===== src/rtl/eil_pkg.sv =====
package eil_pkg;

    typedef enum logic [2:0] {
        ST_IDLE,
        ST_PULSE,
        ST_INHIBIT,
        ST_HELD,
        ST_DROP,
        ST_LOCKED
    } eil_state_e;

    typedef enum logic [1:0] {
        POL_PULSE = 2'd0,
        POL_BLINK = 2'd1,
        POL_PERM  = 2'd2
    } eil_policy_e;

    // Mode code to relay policy; code 3 folds onto permanent.
    function automatic eil_policy_e decode_mode(input logic [1:0] code);
        eil_policy_e p;
        unique case (code)
            2'd0:    p = POL_PULSE;
            2'd1:    p = POL_BLINK;
            default: p = POL_PERM;
        endcase
        return p;
    endfunction

    // State entered once the inhibit window of a policy is over.
    function automatic eil_state_e rest_state(input eil_policy_e p);
        eil_state_e s;
        unique case (p)
            POL_PULSE: s = ST_IDLE;
            POL_BLINK: s = ST_HELD;
            POL_PERM:  s = ST_LOCKED;
            default:   s = ST_IDLE;
        endcase
        return s;
    endfunction

endpackage


===== src/rtl/eil_edge_detect.sv =====
module eil_edge_detect (
    input  logic clk_i,
    input  logic rst_ni,
    input  logic lvl_i,
    output logic rise_o
);

    logic prev_q;

    always_ff @(posedge clk_i or negedge rst_ni) begin
        if (!rst_ni) prev_q <= 1'b0;
        else         prev_q <= lvl_i;
    end

    assign rise_o = lvl_i & ~prev_q;

    // a held level never yields two consecutive acceptances
    p_single_rise_r8: assert property (@(posedge clk_i) disable iff (!rst_ni)
        rise_o |=> !rise_o);

endmodule


===== src/rtl/eil_window_timer.sv =====
module eil_window_timer #(
    parameter int CNT_W = 16
) (
    input  logic             clk_i,
    input  logic             rst_ni,
    input  logic             load_i,
    input  logic [CNT_W-1:0] load_val_i,
    output logic             last_o
);

    logic [CNT_W-1:0] cnt_q;

    always_ff @(posedge clk_i or negedge rst_ni) begin
        if (!rst_ni)           cnt_q <= '0;
        else if (load_i)       cnt_q <= load_val_i;
        else if (cnt_q != '0)  cnt_q <= cnt_q - CNT_W'(1);
    end

    assign last_o = (cnt_q == '0);

    // the window counts down by exactly one per cycle
    p_count_step_r2: assert property (@(posedge clk_i) disable iff (!rst_ni)
        (!load_i && cnt_q != '0) |=> (cnt_q == $past(cnt_q) - CNT_W'(1)));

endmodule


===== src/rtl/eil_fsm.sv =====
module eil_fsm
    import eil_pkg::*;
#(
    parameter int CNT_W = 16
) (
    input  logic             clk_i,
    input  logic             rst_ni,
    input  logic             clr_i,
    input  logic             err_rise_i,
    input  logic [1:0]       mode_i,
    input  logic [CNT_W-1:0] op_ticks_i,
    input  logic [CNT_W-1:0] inh_ticks_i,
    input  logic             tmr_last_i,
    output logic             tmr_load_o,
    output logic [CNT_W-1:0] tmr_val_o,
    output logic             disp_o,
    output logic             relay_o
);

    eil_state_e  state_q, state_d;
    eil_policy_e pol_q, pol_d;
    logic        disp_q, relay_q;

    logic [CNT_W-1:0] op_load, inh_load;
    logic             inh_zero;

    assign op_load  = (op_ticks_i == '0) ? '0 : op_ticks_i - CNT_W'(1);
    assign inh_zero = (inh_ticks_i == '0);
    assign inh_load = inh_ticks_i - CNT_W'(1);

    // Next-state logic
    always_comb begin
        state_d    = state_q;
        pol_d      = pol_q;
        tmr_load_o = 1'b0;
        tmr_val_o  = op_load;
        unique case (state_q)
            ST_IDLE: begin
                if (err_rise_i) begin
                    state_d    = ST_PULSE;
                    pol_d      = decode_mode(mode_i);
                    tmr_load_o = 1'b1;
                end
            end
            ST_PULSE, ST_DROP: begin
                if (tmr_last_i) begin
                    if (inh_zero) begin
                        state_d = rest_state(pol_q);
                    end else begin
                        state_d    = ST_INHIBIT;
                        tmr_load_o = 1'b1;
                        tmr_val_o  = inh_load;
                    end
                end
            end
            ST_INHIBIT: begin
                if (tmr_last_i) state_d = rest_state(pol_q);
            end
            ST_HELD: begin
                if (err_rise_i) begin
                    state_d    = ST_DROP;
                    tmr_load_o = 1'b1;
                end
            end
            ST_LOCKED: begin
                state_d = ST_LOCKED;
            end
            default: begin
                state_d = ST_IDLE;
            end
        endcase
        if (clr_i) begin
            state_d    = ST_IDLE;
            pol_d      = POL_PULSE;
            tmr_load_o = 1'b0;
        end
    end

    // State register
    always_ff @(posedge clk_i or negedge rst_ni) begin
        if (!rst_ni) begin
            state_q <= ST_IDLE;
            pol_q   <= POL_PULSE;
        end else begin
            state_q <= state_d;
            pol_q   <= pol_d;
        end
    end

    // Output register: both outputs follow the entered state on one edge
    always_ff @(posedge clk_i or negedge rst_ni) begin
        if (!rst_ni) begin
            disp_q  <= 1'b0;
            relay_q <= 1'b0;
        end else begin
            disp_q <= (state_d == ST_PULSE) || (state_d == ST_DROP);
            unique case (state_d)
                ST_PULSE:   relay_q <= 1'b1;
                ST_DROP:    relay_q <= 1'b0;
                ST_INHIBIT: relay_q <= (pol_d != POL_PULSE);
                ST_HELD:    relay_q <= 1'b1;
                ST_LOCKED:  relay_q <= 1'b1;
                default:    relay_q <= 1'b0;
            endcase
        end
    end

    assign disp_o  = disp_q;
    assign relay_o = relay_q;

    // idle is dark
    p_idle_dark_r1: assert property (@(posedge clk_i) disable iff (!rst_ni)
        (state_q == ST_IDLE) |-> (!disp_q && !relay_q));

    // first operate period lights both outputs
    p_pulse_lit_r3: assert property (@(posedge clk_i) disable iff (!rst_ni)
        (state_q == ST_PULSE) |-> (disp_q && relay_q));

    // an error inside the inhibit window starts no operate period
    p_inhibit_drop_r4: assert property (@(posedge clk_i) disable iff (!rst_ni)
        (state_q == ST_INHIBIT && err_rise_i && !clr_i)
            |=> (state_q != ST_PULSE && state_q != ST_DROP));

    // drop-out releases the relay while the display is lit
    p_drop_release_r5: assert property (@(posedge clk_i) disable iff (!rst_ni)
        (state_q == ST_DROP) |-> (disp_q && !relay_q));

    // permanent latch holds until clear
    p_locked_hold_r6: assert property (@(posedge clk_i) disable iff (!rst_ni)
        (state_q == ST_LOCKED && !clr_i) |=> (state_q == ST_LOCKED && relay_q && !disp_q));

    // clear wins and darkens both outputs
    p_clear_idle_r7: assert property (@(posedge clk_i) disable iff (!rst_ni)
        clr_i |=> (state_q == ST_IDLE && !disp_q && !relay_q));

endmodule


===== src/rtl/err_indicator_ctrl.sv =====
module err_indicator_ctrl #(
    parameter int CNT_W = 16
) (
    input  logic             clk_i,
    input  logic             rst_ni,
    input  logic             clr_i,
    input  logic             err_i,
    input  logic [1:0]       mode_i,
    input  logic [CNT_W-1:0] op_ticks_i,
    input  logic [CNT_W-1:0] inh_ticks_i,
    output logic             disp_o,
    output logic             relay_o
);

    logic             err_rise;
    logic             tmr_load;
    logic [CNT_W-1:0] tmr_val;
    logic             tmr_last;

    eil_edge_detect u_edge (
        .clk_i  (clk_i),
        .rst_ni (rst_ni),
        .lvl_i  (err_i),
        .rise_o (err_rise)
    );

    eil_window_timer #(.CNT_W(CNT_W)) u_timer (
        .clk_i      (clk_i),
        .rst_ni     (rst_ni),
        .load_i     (tmr_load),
        .load_val_i (tmr_val),
        .last_o     (tmr_last)
    );

    eil_fsm #(.CNT_W(CNT_W)) u_fsm (
        .clk_i       (clk_i),
        .rst_ni      (rst_ni),
        .clr_i       (clr_i),
        .err_rise_i  (err_rise),
        .mode_i      (mode_i),
        .op_ticks_i  (op_ticks_i),
        .inh_ticks_i (inh_ticks_i),
        .tmr_last_i  (tmr_last),
        .tmr_load_o  (tmr_load),
        .tmr_val_o   (tmr_val),
        .disp_o      (disp_o),
        .relay_o     (relay_o)
    );

endmodule


===== config.mk =====
export PLATFORM = sky130hd
export DESIGN_NAME = err_indicator_ctrl
export DESIGN_NICKNAME = d
export VERILOG_FILES = /design/src/rtl/eil_pkg.sv /design/src/rtl/eil_edge_detect.sv /design/src/rtl/eil_window_timer.sv /design/src/rtl/eil_fsm.sv /design/src/rtl/err_indicator_ctrl.sv
export SDC_FILE = /design/constraint.sdc
export NUM_CORES = 1
export LEC_CHECK = 0
export BUFFER_PORTS_ARGS = -buffer_cell sky130_fd_sc_hd__buf_2
export CORE_ASPECT_RATIO = 0.5
export CORE_UTILIZATION = 35
export CTS_CLUSTER_SIZE = 25
export DETAILED_ROUTE_END_ITERATION = 8
export PLACE_DENSITY = 0.53
export RECOVER_POWER = 100
export SLEW_MARGIN = 20
export SYNTH_ARGS = -nofsm -noshare
export SYNTH_HDL_FRONTEND = slang
export SYNTH_SLANG_ARGS = --single-unit

===== constraint.sdc =====
create_clock -name clk_i -period 3.82 [get_ports clk_i]
set_input_delay 0.955 -clock clk_i [delete_from_list [all_inputs] [get_ports clk_i]]
set_output_delay 0.955 -clock clk_i [all_outputs]
set_load 0.02 [all_outputs]

### Word-level counts from Yosys, hierarchy flattened

Cells that the tools add are included.

* register bits after elaboration: 24
* bits of input ports: 38
* output and inout bits: 2
* word-level logic and storage cells: 60

* add/subtract/negate cells: 3
* eq/ne operators: 13
* muxes and demuxes: 24
* bitwise logic cells: 2
* reduce and logical (&&, ||, !) cells: 12

Operators with widths (count)
* $mux 16: 6
* $logic_not 16->1: 3
* $sub 16x1->16 const B: 3
* $mux 3: 6
* $reduce_bool 16->1: 1
* $pmux 3 s5: 1
* $eq 3x2->1 const B: 4
* $eq 3x3->1 const B: 4
* $eq 3x1->1 const B: 2
* $mux 2: 3
* $pmux 3 s2: 1
* $eq 2x1->1 const B: 2
* $mux 1: 4
* $pmux 1 s2: 2
* $pmux 2 s2: 1
* $reduce_bool 2->1: 2
* $reduce_or 2->1: 2
* $logic_not 3->1: 1
* $reduce_or 3->1: 1
* $eq 2x2->1 const B: 1
* $logic_not 2->1: 1
* $and 1x1->1: 1
* $logic_or 1x1->1: 1
* $not 1->1: 1

### Logic depth before layout (Yosys ltp)

Gate-level depths: netlist of the first run.

* word-level depth: 9
* depth in mapped cells: 10
* mapped depth without buffers: 9

### By module

Synthesis of the first run repeated with hierarchy kept, for this count alone.

* cell total of the unflattened synthesis: 296
* area, all modules: 2359.8 um^2

Modules (own cells, without submodules)
* eil_fsm: instances 1, cells each 187, area an instance 1321.3 um^2, seq. area each 175.2 um^2
* eil_window_timer: instances 1, cells each 107, area an instance 999.7 um^2, seq. area each 400.4 um^2
* eil_edge_detect: instances 1, cells each 2, area an instance 38.8 um^2, seq. area each 25.0 um^2

### Worst setup path after synthesis of the first run

Ideal clock, no wire load.

* path type: in2reg
* from: input op_ticks_i[0]
* to: register u_timer.cnt_q[0]
* library setup time: 135 ps
* arrival time: 2899 ps
* data required time: 3685 ps
* setup slack: 786 ps
* stages: 9
* buffers on the path: 1
* path through: inv_1 -> ha_1 -> or3b_2 -> or4_1 -> clkbuf_1 -> o31ai_2 -> o22ai_1 -> nand2_1 -> o21ai_0

* cells in the longest elaborated chain, start to end: 6
* elaborated cells on any way between the ends: 7
* classes of those cells: 1 x add/sub; 5 x mux; 1 x reduce/logical

RTL lines
* from (decl): RTL line err_indicator_ctrl.sv:9 `input logic [CNT_W-1:0] op_ticks_i,`
* $sub 16x1->16 or $logic_not 16->1 (tied branches): RTL line eil_fsm.sv:27 `assign op_load = (op_ticks_i == '0) ? '0 : op_ticks_i - CNT_W'(1);`
* $mux 16 (*): RTL line eil_fsm.sv:27
* $mux 16: RTL line eil_fsm.sv:47 `if (inh_zero) begin`
* $mux 16: RTL line eil_fsm.sv:46 `if (tmr_last_i) begin`
* $mux 16 (*): RTL line eil_fsm.sv:37 `unique case (state_q)`
* $mux 16 (*): RTL line eil_window_timer.sv:15 `else if (load_i) cnt_q <= load_val_i;`
* to (signal assigned): RTL line eil_window_timer.sv:15
* to (signal assigned): RTL line eil_window_timer.sv:16 `else if (cnt_q != '0) cnt_q <= cnt_q - CNT_W'(1);`
* to (decl): RTL line eil_window_timer.sv:11 `logic [CNT_W-1:0] cnt_q;`

Mark *: on every way between the ends. The rest lies on a longest branch, timed or not.
A chain may end at the register's enable or synchronous reset.

### Final worst setup path of the first run

* from: input op_ticks_i[0]
* to: register u_timer.cnt_q[5]

Same word-level chain as after synthesis.

==> run metrics, run 1 <==
status=finished, final reports clean; Routed Antenna Nets=0; number of flops mapped to enable cells by yosys=0; worst path cell trace=clkbuf_1, inv_1, ha_1, or3b_2, or4_1, o31ai_1, buf_4, o22a_1, a21oi_1; Yosys reg bits=24; Primary FF master, synth=dfrtp_1; maximum vdd drop=0.0001662 V; synth warn=0; largest stage delay on the critical path=0.54 ns; commonest non-fill, non-tap cell in the layout=buf_2; total track usage=slightly below 20%; Chip Width=roughly 120 microns; Leak=approximately 1 nW; fin crit share=85.05%; Crit Path Category=input port to register; Async SR Flop Fraction=100.0%; Slew HR=8.353%; CTS tree=built; drt drc=0; syn avg cell area=7.924 sq um; GRT overflow=0; largest net degree at the start of global routing=25; Initial Util=about 37%; final WL=between 6000 and 7000 microns; CP max stage cell=or4_1; Max Cap Violations=0; initial DRC count=114; final net count=roughly 370; Buf/Inv on CP=3; max frequency=a little over 0.3 GHz; worst hold path type=register to register; share of the synthesized area in the top cell type=a little over a quarter; Routed WL per cell=about 15 microns; worst slew pin tran=roughly 1.4 ns; Final Critical Period=approximately 3.2 ns; Clock transition at path regs=about 0.070 ns; initial antenna violation count=0; Pre-Repair DR Iteration Count=4; final instance area=~2600 sq um; post-synth cell types=52; unrepaired setup endpoints after global routing=false; Top delay family on crit path=simple AND/OR/NAND/NOR gates; # hold bufs at CTS=0; first-pass GRT wire length=about 10000 microns; Hold Vio Cnt, Final=0; FP Rows=20; # setup viols final=0; Core Region=just over 6000 sq um; Mapped Nets=333; most frequent cells in the layout=buf_2 (33), nor2_1 (25), nand2_1 (24), xnor2_1 (24), dfrtp_1 (24); clock skew=between 0.007 and 0.008 ns; sequential area share after synthesis=between 20% and 30%; CP required=between 3 and 4 ns; via/cell ratio=around 5.3; die height=59.10 microns; Startpoint Class=input port; fin. max-slew vios=0; root buf cell=clkbuf_16; worst-skew pair later-pin latency=about 0.26 ns; largest area contributor in the netlist=dfrtp_1; Die ar.=between 6000 and 7000 sq um; # diodes=0; Critical Path AT=about 3.4 ns; PD cells=approximately 340 nW/um^2; share of cells above drive strength 1=between 15 and 20%; Area Growth Syn to Fin=14.91%; clk buf depth=2; Post-DP Area=about 2600 sq um; Post-CTS Setup Repair Bufs=0; TNS Setup=0 ns; Synth area leaders=dfrtp_1 (26%), xnor2_1 (9.2%), nor2_1 (4.1%); vias=between 2000 and 2500; number of global-route vias before repair=about 2100; DP HPWL=approximately 4800 microns; CP endpoint kind=register; CTS Buf Count=3; port bufs=39; CP Max Fanout=7; Post-Syn Instances=roughly 290; Mapped Area=about 2300 sq um; I/O pins=40; Clock Sinks=24; H-tree depth=1; cts repair resizes=0; RePlAce Congestion=around 0.88
-- cells by family (layout without fill, tap and decap cells) --
logic type | Yosys count | after routing | share of synthesized area [%]
simple gates | 119 | 119 | 27.96
compound gates | 72 | 72 | 22.20
xor+xnor | 34 | 34 | 13.05
buf+inv | 30 | 67 | 5.757
flops | 24 | 24 | 26.32
fa+ha+maj | 7 | 7 | 3.838
mux | 2 | 2 | 0.8772
-- routing by layer --
| metal | track usage (%) | up-vias | wire length (microns) |
|---|---|---|---|
| met4 | 2.747 | 0 | 21 |
| li1 | - | 1139 | - |
| met5 | 0 | - | 0 |
| met3 | 2.863 | 2 | 295 |
| met2 | 31.04 | 58 | 2501 |
| met1 | 27.98 | 993 | 3226 |
-- worst paths after layout --
path / start / to / slack (ns) / cells past startpoint
max: op_ticks_i[0] / u_timer.cnt_q[5]$_DFFE_PN0P_ / 0.57 / 9
min: u_fsm.pol_q[1]$_DFF_PN0_ / u_fsm.pol_q[1]$_DFF_PN0_ / 0.57 / 2
max reg2reg: u_timer.cnt_q[8]$_DFFE_PN0P_ / u_fsm.disp_o$_DFF_PN0_ / 0.69 / 7
min reg2reg: u_fsm.pol_q[1]$_DFF_PN0_ / u_fsm.pol_q[1]$_DFF_PN0_ / 0.57 / 2
max in group asynchronous: rst_ni / u_timer.cnt_q[7]$_DFFE_PN0P_ / 2.01 / 1
min in group asynchronous: rst_ni / u_fsm.relay_o$_DFF_PN0_ / 0.99 / 1
-- metrics by stage --
step	hold WS, ns	cells	total power [mW]	util, %	setup WS (ns)
floorplan	0.5128	288	0.5614	-	0.7860
CTS	0.5644	413	0.9132	43.18	0.7157
detailed placement	0.5504	409	0.6557	41.74	0.4384
global placement	0.5411	409	0.6484	41.74	0.4811
finish	0.5657	413	0.9012	42.43	0.5710
global route	0.6013	413	0.9640	42.43	0.2950
-- tightest hold or removal path, cell delays in order, from the launching register on --
cell	delay, ns
dfrtp_1	0.40
nand2_1	0.07
a21oi_1	0.06
-- sequential cells by signal, summed over array words and instances (netlist names) --
name and cells:
u_timer.cnt_q 16, u_fsm.state_q 3, u_fsm.pol_q 2, u_edge.prev_q 1, u_fsm.disp_o 1, u_fsm.relay_o 1
-- area by class of cell --
cell class                 count  area, sq um
multi-input combinational    234         1523
fill                         654         3558
clock buffer                   4        88.84
timing repair buffer          47        240.2
tap                           88        110.1
inverter                      16        60.06
sequential                    24        600.6
-- Yosys cell counts, types with 2 or more instances --
cell and number:
xnor2_1 24, ha_1 7, nand2_1 24, nor4_1 12
nand4_1 2, or4_4 2, buf_6 2, o2bb2ai_1 2
inv_1 16, xor2_1 10, o31ai_1 6, nand3_1 7
a31oi_1 2, a21oi_1 12, mux2i_1 2, nor4b_1 2
or4_1 5, o21ai_0 18, a21o_1 2, nor2_1 25
nor3_1 18, or3_2 2, o22a_1 2, o22ai_1 10
o211ai_1 6, dfrtp_1 24, clkbuf_1 10, nor3b_1 5
and3b_1 2, or3_1 5
-- power breakdown --
| group | total, mW | internal [mW] | switching (mW) |
|---|---|---|---|
| combinational | 0.267 | 0.125 | 0.142 |
| sequential | 0.382 | 0.317 | 0.0641 |
| clock | 0.252 | 0.160 | 0.0923 |
Power figures use the tool's default switching activity.
==> run 2: changes to the inputs <==
Settings changed: CORE_UTILIZATION 35 to 51, PLACE_DENSITY 0.53 to 0.76.
Clock period 3.82 ns to 2.8 ns, I/O delays scaled along.
==> run metrics, run 2 (synthesis gave the netlist of run 1 again) <==
final WL=5988 microns (was 6044 microns); share of cells above drive strength 1=22.29% (was 15.38%); final setup margin=0.06832 ns (was 0.5710 ns); Clock Sinks=24 (unchanged); most frequent cells in the layout=buf_2 (35), nor2_1 (25), nand2_1 (24), xnor2_1 (24), dfrtp_1 (24) (was buf_2 (33), nor2_1 (25), nand2_1 (24), xnor2_1 (24), dfrtp_1 (24)); CTS Buf Count=3 (unchanged); largest net degree at the start of global routing=31 (was 25); Startpoint Class=register (was input port); drt drc=0 (unchanged); Non-Filler Instances=395 (was 413); Chip Width=96.61 microns (was 116.2 microns); status=finished, final reports clean (unchanged); CP endpoint kind=register (unchanged); Final Critical Period=about 2.7 ns; # diodes=0 (unchanged); initial DRC count=170 (was 114); Initial Util=55.88% (was 36.92%); unrepaired setup endpoints after global routing=true (was false); initial antenna violation count=0 (unchanged); Util after Layout=67.03% (was 42.43%); Buf/Inv on CP=1 (was 3); via/cell ratio=6.104 (was 5.308); vias=2411 (was 2192); commonest non-fill, non-tap cell in the layout=buf_2 (unchanged); fin. max-slew vios=0 (unchanged); Slew HR=13.43% (was 8.353%); pre-CTS setup slack=-0.03535 ns (was 0.4384 ns); TNS Setup=0 ns (unchanged); port bufs=39 (unchanged); total track usage=25.88% (was 19.28%); maximum vdd drop=0.0001795 V (was 0.0001662 V); worst hold path type=register to register (unchanged); Crit Path Category=register to register (was input port to register); Clock transition at path regs=0.08 ns (was 0.07 ns); fillers=357 (was 654); Total Power=1.132 mW (was 0.9012 mW); root buf cell=clkbuf_8 (was clkbuf_16); CP required=2.98 ns (was 3.96 ns); Routed WL per cell=15.16 microns (was 14.63 microns); number of global-route vias before repair=2120 (was 2080); worst slew pin tran=1.299 ns (was 1.375 ns); largest stage delay on the critical path=0.54 ns (about the same); Inst Count DP=389 (was 409); worst-skew pair later-pin latency=0.27 ns (was 0.26 ns); CP Max Fanout=6 (was 7); Hold Vio Cnt, Final=0 (unchanged); hold path start=u_fsm.pol_q[1]$_DFF_PN0_ (unchanged); final instance area=2738 sq um (was 2623 sq um); biggest regs=u_timer.cnt_q: 16 flops, u_fsm.state_q: 3 flops, u_fsm.pol_q: 2 flops (unchanged); die height=49.30 microns (was 59.10 microns); launch point of the critical path=u_timer.cnt_q[8]$_DFFE_PN0P_ (was op_ticks_i[0]); I/O pins=40 (unchanged); Die ar.=4763 sq um (was 6867 sq um); Critical Path AT=2.91 ns (was 3.39 ns); max reg flops=16 (unchanged); # hold bufs at CTS=0 (unchanged); CP max stage cell=or4_4 (was or4_1); FP Rows=16 (was 20); Reg with most FFs=u_timer.cnt_q (unchanged); clk buf depth=2 (unchanged); Max Cap Violations=0 (unchanged); Post-DP Area=2668 sq um (was 2580 sq um); PD cells=413.3 nW/um^2 (was 343.6 nW/um^2); Top delay family on crit path=simple AND/OR/NAND/NOR gates (unchanged); worst path cell trace=or4_4, or4_4, or3_4, buf_4, o2bb2ai_1, a21oi_2, xnor2_1, nor3_1 (was clkbuf_1, inv_1, ha_1, or3b_2, or4_1, o31ai_1, buf_4, o22a_1, a21oi_1); H-tree depth=1 (unchanged); Routed Antenna Nets=0 (unchanged); fin crit share=a little over nine tenths; DP HPWL=4530 microns (was 4767 microns); worst hold slack=0.5583 ns (was 0.5657 ns); Leak=1.099 nW (was 0.9818 nW); Area Growth Syn to Fin=19.96% (was 14.91%); max frequency=about 0.37 GHz; clock skew=0.004710 ns (was 0.007017 ns); FF-to-FF Start=u_timer.cnt_q[8]$_DFFE_PN0P_ (unchanged); GRT overflow=0 (unchanged); CTS tree=built (unchanged); Core Region=4084 sq um (was 6181 sq um); cell mode on critical path=or4_4; Pre-Repair DR Iteration Count=5 (was 4); # setup viols final=0 (unchanged); RePlAce Congestion=0.8662 (was 0.8761); first-pass GRT wire length=10080 microns (was 10240 microns); final net count=388 (was 371)
## run 2: area by class of cell
class / count / area [sq um] / share of cell area [%]
Multi-Input combinational cell: 234 / 1569 / 57.31
Inverter: 16 / 60.06 / 2.194
Timing Repair Buffer: 64 / 399.1 / 14.58
Clock buffer: 3 / 41.29 / 1.508
Tap cell: 54 / 67.56 / 2.468
Sequential cell: 24 / 600.6 / 21.94
## run 2: per-layer routing
metal	track usage (%)	routed length (microns)	share of wire [%]	vias up
met3	3.868	457	7.6	12
li1	-	-	-	1168
met5	0	0	0	-
met4	6.468	76	1.3	0
met2	40.02	2536	42	103
met1	37.83	2917	49	1128
## run 2: timing repair
action | CTS | global route
endpoints found under the setup margin | 0 | 3
buffers inserted | 0 | 3
endpoints found under the hold margin | 0 | 0
gates resized for setup | 0 | 2
## run 2: worst reg2reg max path, stage by stage (launching register included)
cell,delay (ns)
dfrtp_1,0.40
or4_4,0.54
or4_4,0.47
or3_4,0.43
buf_4,0.18
o2bb2ai_1,0.20
a21oi_2,0.08
xnor2_1,0.14
nor3_1,0.19
## run 2: final timing paths
| kind | cells after the start | slack, ns | endpoint |
|---|---|---|---|
| max in group asynchronous | 1 | 1.34 | u_fsm.pol_q[1]$_DFF_PN0_ |
| worst max-delay path | 8 | 0.07 | u_fsm.disp_o$_DFF_PN0_ |
| worst min-delay path | 2 | 0.56 | u_fsm.pol_q[1]$_DFF_PN0_ |
| worst min register to register | 2 | 0.56 | u_fsm.pol_q[1]$_DFF_PN0_ |
| min in group asynchronous | 1 | 0.69 | u_timer.cnt_q[10]$_DFFE_PN0P_ |
| worst max register to register | 8 | 0.07 | u_fsm.disp_o$_DFF_PN0_ |
## run 2: power by group
part | switching, mW | internal, mW
Sequential | 0.0805 | 0.432
Combinational | 0.213 | 0.201
Clock | 0.108 | 0.0964
Total | 0.402 | 0.730
==> run 3: changes to the inputs <==
Settings changed: ABC_AREA set to 1, CORE_UTILIZATION 51 to 53, PLACE_DENSITY 0.76 to 0.77.
==> run metrics, run 3 <==
Pre-Repair DR Iteration Count=4 (was 5); Post-synth top cells=nand2_1 (106), nor2_1 (85), inv_1 (57) (was nor2_1 (25), dfrtp_1 (24), nand2_1 (24), xnor2_1 (24)); CP required=2.98 ns (about the same); cts repair resizes=0 (unchanged); worst hold path type=register to register (unchanged); Slew HR=12.33% (was 13.43%); first-pass GRT wire length=11090 microns (was 10080 microns); drt drc=0 (unchanged); Post-DP Area=2885 sq um (was 2668 sq um); Crit Path Category=register to register (unchanged); Clock transition at path regs=0.09 ns (was 0.08 ns); Synth area leaders=dfrtp_1 (23%), nand2_1 (15%), nor2_1 (12%) (was dfrtp_1 (26%), xnor2_1 (9.2%), nor2_1 (4.1%)); Area Growth Syn to Fin=11.51% (was 19.96%); root buf cell=clkbuf_8 (unchanged); Max Cap Violations=0 (unchanged); die height=51.92 microns (was 49.30 microns); cell with the most instances after synthesis=nand2_1 (was nor2_1); largest area contributor in the netlist=dfrtp_1 (unchanged); syn avg cell area=6.128 sq um (was 7.924 sq um); Routed Antenna Nets=0 (unchanged); Initial Util=57.49% (was 55.88%); met1 usage=39.29% (was 37.83%); synth warn=0 (unchanged); FP Rows=17 (was 16); unrepaired setup endpoints after global routing=false (was true); max frequency=0.4170 GHz (was 0.3661 GHz); Routed WL per cell=11.92 microns (was 15.16 microns); vias=2722 (was 2411); CTS Buf Count=3 (unchanged); Startpoint Class=register (unchanged); most frequent cells in the layout=nand2_1 (109), nor2_1 (85), inv_1 (57) (was buf_2 (35), nor2_1 (25), nand2_1 (24), xnor2_1 (24), dfrtp_1 (24)); maximum vdd drop=0.0002182 V (was 0.0001795 V); Chip Width=101.8 microns (was 96.61 microns); status=finished, final reports clean (unchanged); I/O pins=40 (unchanged); RePlAce Congestion=0.9013 (was 0.8662); max reg flops=16 (unchanged); share of the synthesized area in the top cell type=22.74% (was 26.32%); sequential area share after synthesis=22.74% (was 26.32%); # diodes=0 (unchanged); Reg with most FFs=u_timer.cnt_q (unchanged); Async SR Flop Fraction=100.0% (unchanged); initial antenna violation count=0 (unchanged); DP HPWL=5287 microns (was 4530 microns); commonest non-fill, non-tap cell in the layout=nand2_1 (was buf_2); # setup viols final=0 (unchanged); fin. max-slew vios=0 (unchanged); total track usage=27.29% (was 25.88%); Yosys reg bits=24 (unchanged); M3 GR Usage=4.167% (was 3.868%); final net count=517 (was 388); number of global-route vias before repair=2484 (was 2120); largest net degree at the start of global routing=25 (was 31); PD cells=455.7 nW/um^2 (was 413.3 nW/um^2); global-route layer with the greatest usage=met2 (unchanged); port bufs=39 (unchanged); Clock Sinks=24 (unchanged); # hold bufs at CTS=0 (unchanged); Mapped Nets=476 (was 333); Post-Syn Instances=431 (was 288); biggest regs=u_timer.cnt_q: 16 flops, u_fsm.state_q: 3 flops, u_fsm.pol_q: 2 flops (unchanged); initial DRC count=169 (was 170); Leak=1.547 nW (was 1.099 nW); via/cell ratio=5.069 (was 6.104); Core Region=4594 sq um (was 4084 sq um); number of flops mapped to enable cells by yosys=0 (unchanged); post-synth cell types=31 (was 52); Final Critical Period=2.398 ns (was 2.732 ns); clock skew=0.004461 ns (was 0.004710 ns); fin crit share=85.65% (was 97.56%); Hold Vio Cnt, Final=0 (unchanged); worst slew pin tran=1.315 ns (was 1.299 ns); CP endpoint kind=register (unchanged); Primary FF master, synth=dfrtp_1 (unchanged); Mapped Area=2641 sq um (was 2282 sq um); M2 GR Usage=44.14% (was 40.02%); CP Max Fanout=16 (was 6); H-tree depth=1 (unchanged); final WL=6402 microns (was 5988 microns); share of cells above drive strength 1=14.01% (was 22.29%); Critical Path AT=2.57 ns (was 2.91 ns); CTS tree=built (unchanged); Die ar.=5287 sq um (was 4763 sq um); worst-skew pair later-pin latency=0.27 ns (about the same); clk buf depth=2 (unchanged); TNS Setup=0 ns (unchanged); final instance area=2945 sq um (was 2738 sq um); GRT overflow=0 (unchanged); Post-CTS Setup Repair Bufs=0 (unchanged)
## run 3: power by group
group	internal [mW]	leakage, nW	total (mW)	switching [mW]
sequential	0.430	0.296	0.516	0.0864
combinational	0.200	1.22	0.514	0.314
clock	0.191	0.0357	0.313	0.121
total	0.821	1.55	1.34	0.522
## run 3: layout make-up
type | instances | area (sq um)
timing repair buffer | 39 | 191.4
tap | 66 | 82.58
clock inverter | 1 | 30.03
sequential | 24 | 600.6
fill | 482 | 1649
clock buffer | 3 | 41.29
inverter | 64 | 246.5
multi-input combinational | 340 | 1753
## run 3: layer usage
layer | part of all wire (%) | vias up
met5 | 0 | -
met4 | 0.92 | 0
met3 | 6.6 | 6
met2 | 43 | 76
met1 | 50 | 1205
li1 | - | 1435
## run 3: path summary, 6_finish.rpt
check | end | slack [ns] | from | depth (start not counted)
setup / recovery | u_timer.cnt_q[1]$_DFFE_PN0P_ | 0.40 | u_timer.cnt_q[0]$_DFFE_PN0P_ | 13
hold / removal | u_timer.cnt_q[1]$_DFFE_PN0P_ | 0.52 | u_timer.cnt_q[1]$_DFFE_PN0P_ | 2
setup reg to reg | u_timer.cnt_q[1]$_DFFE_PN0P_ | 0.40 | u_timer.cnt_q[0]$_DFFE_PN0P_ | 13
hold reg to reg | u_timer.cnt_q[1]$_DFFE_PN0P_ | 0.52 | u_timer.cnt_q[1]$_DFFE_PN0P_ | 2
max in group asynchronous | u_timer.cnt_q[12]$_DFFE_PN0P_ | 1.33 | rst_ni | 1
min in group asynchronous | u_edge.prev_q$_DFF_PN0_ | 0.69 | rst_ni | 1
## run 3: kinds of logic (layout without fill, tap and decap cells)
| group | count (synthesis) | after routing | share of synthesized area (%) |
|---|---|---|---|
| AO/OA/AOI/OAI | 37 | 37 | 8.148 |
| adder cells (fa/ha/maj) | 7 | 7 | 3.316 |
| AND/OR/NAND/NOR | 266 | 266 | 45.24 |
| XOR/XNOR | 30 | 30 | 9.948 |
| buffers and inverters | 67 | 107 | 10.61 |
| flip-flops | 24 | 24 | 22.74 |
## run 3: worst max-delay path, stage by stage, from the launching register on
cell and delay [ns]:
dfrtp_1 0.43, inv_1 0.13, ha_1 0.21, nand2_1 0.06, nor2_1 0.10, nand2_1 0.13, nor2_8 0.18, nand3_4 0.19
nand2_1 0.11, nand2_1 0.33, nor2_1 0.18, o21ai_0 0.13, nand2_1 0.08, nand2_1 0.05
## run 3: through the flow
step	setup WS, ns	total power, mW	hold WS, ns	cells	utilization (%)
2_1_floorplan	0.7713	0.8926	0.4044	431	-
3_3_place_gp	0.3979	1.027	0.5003	533	62.80
3_5_place_dp	0.3969	1.029	0.5032	533	62.80
4_1_cts	0.5561	1.346	0.4199	537	64.35
5_1_grt	0.1919	1.461	0.5356	537	64.11
6_report	0.4018	1.342	0.5240	537	64.11
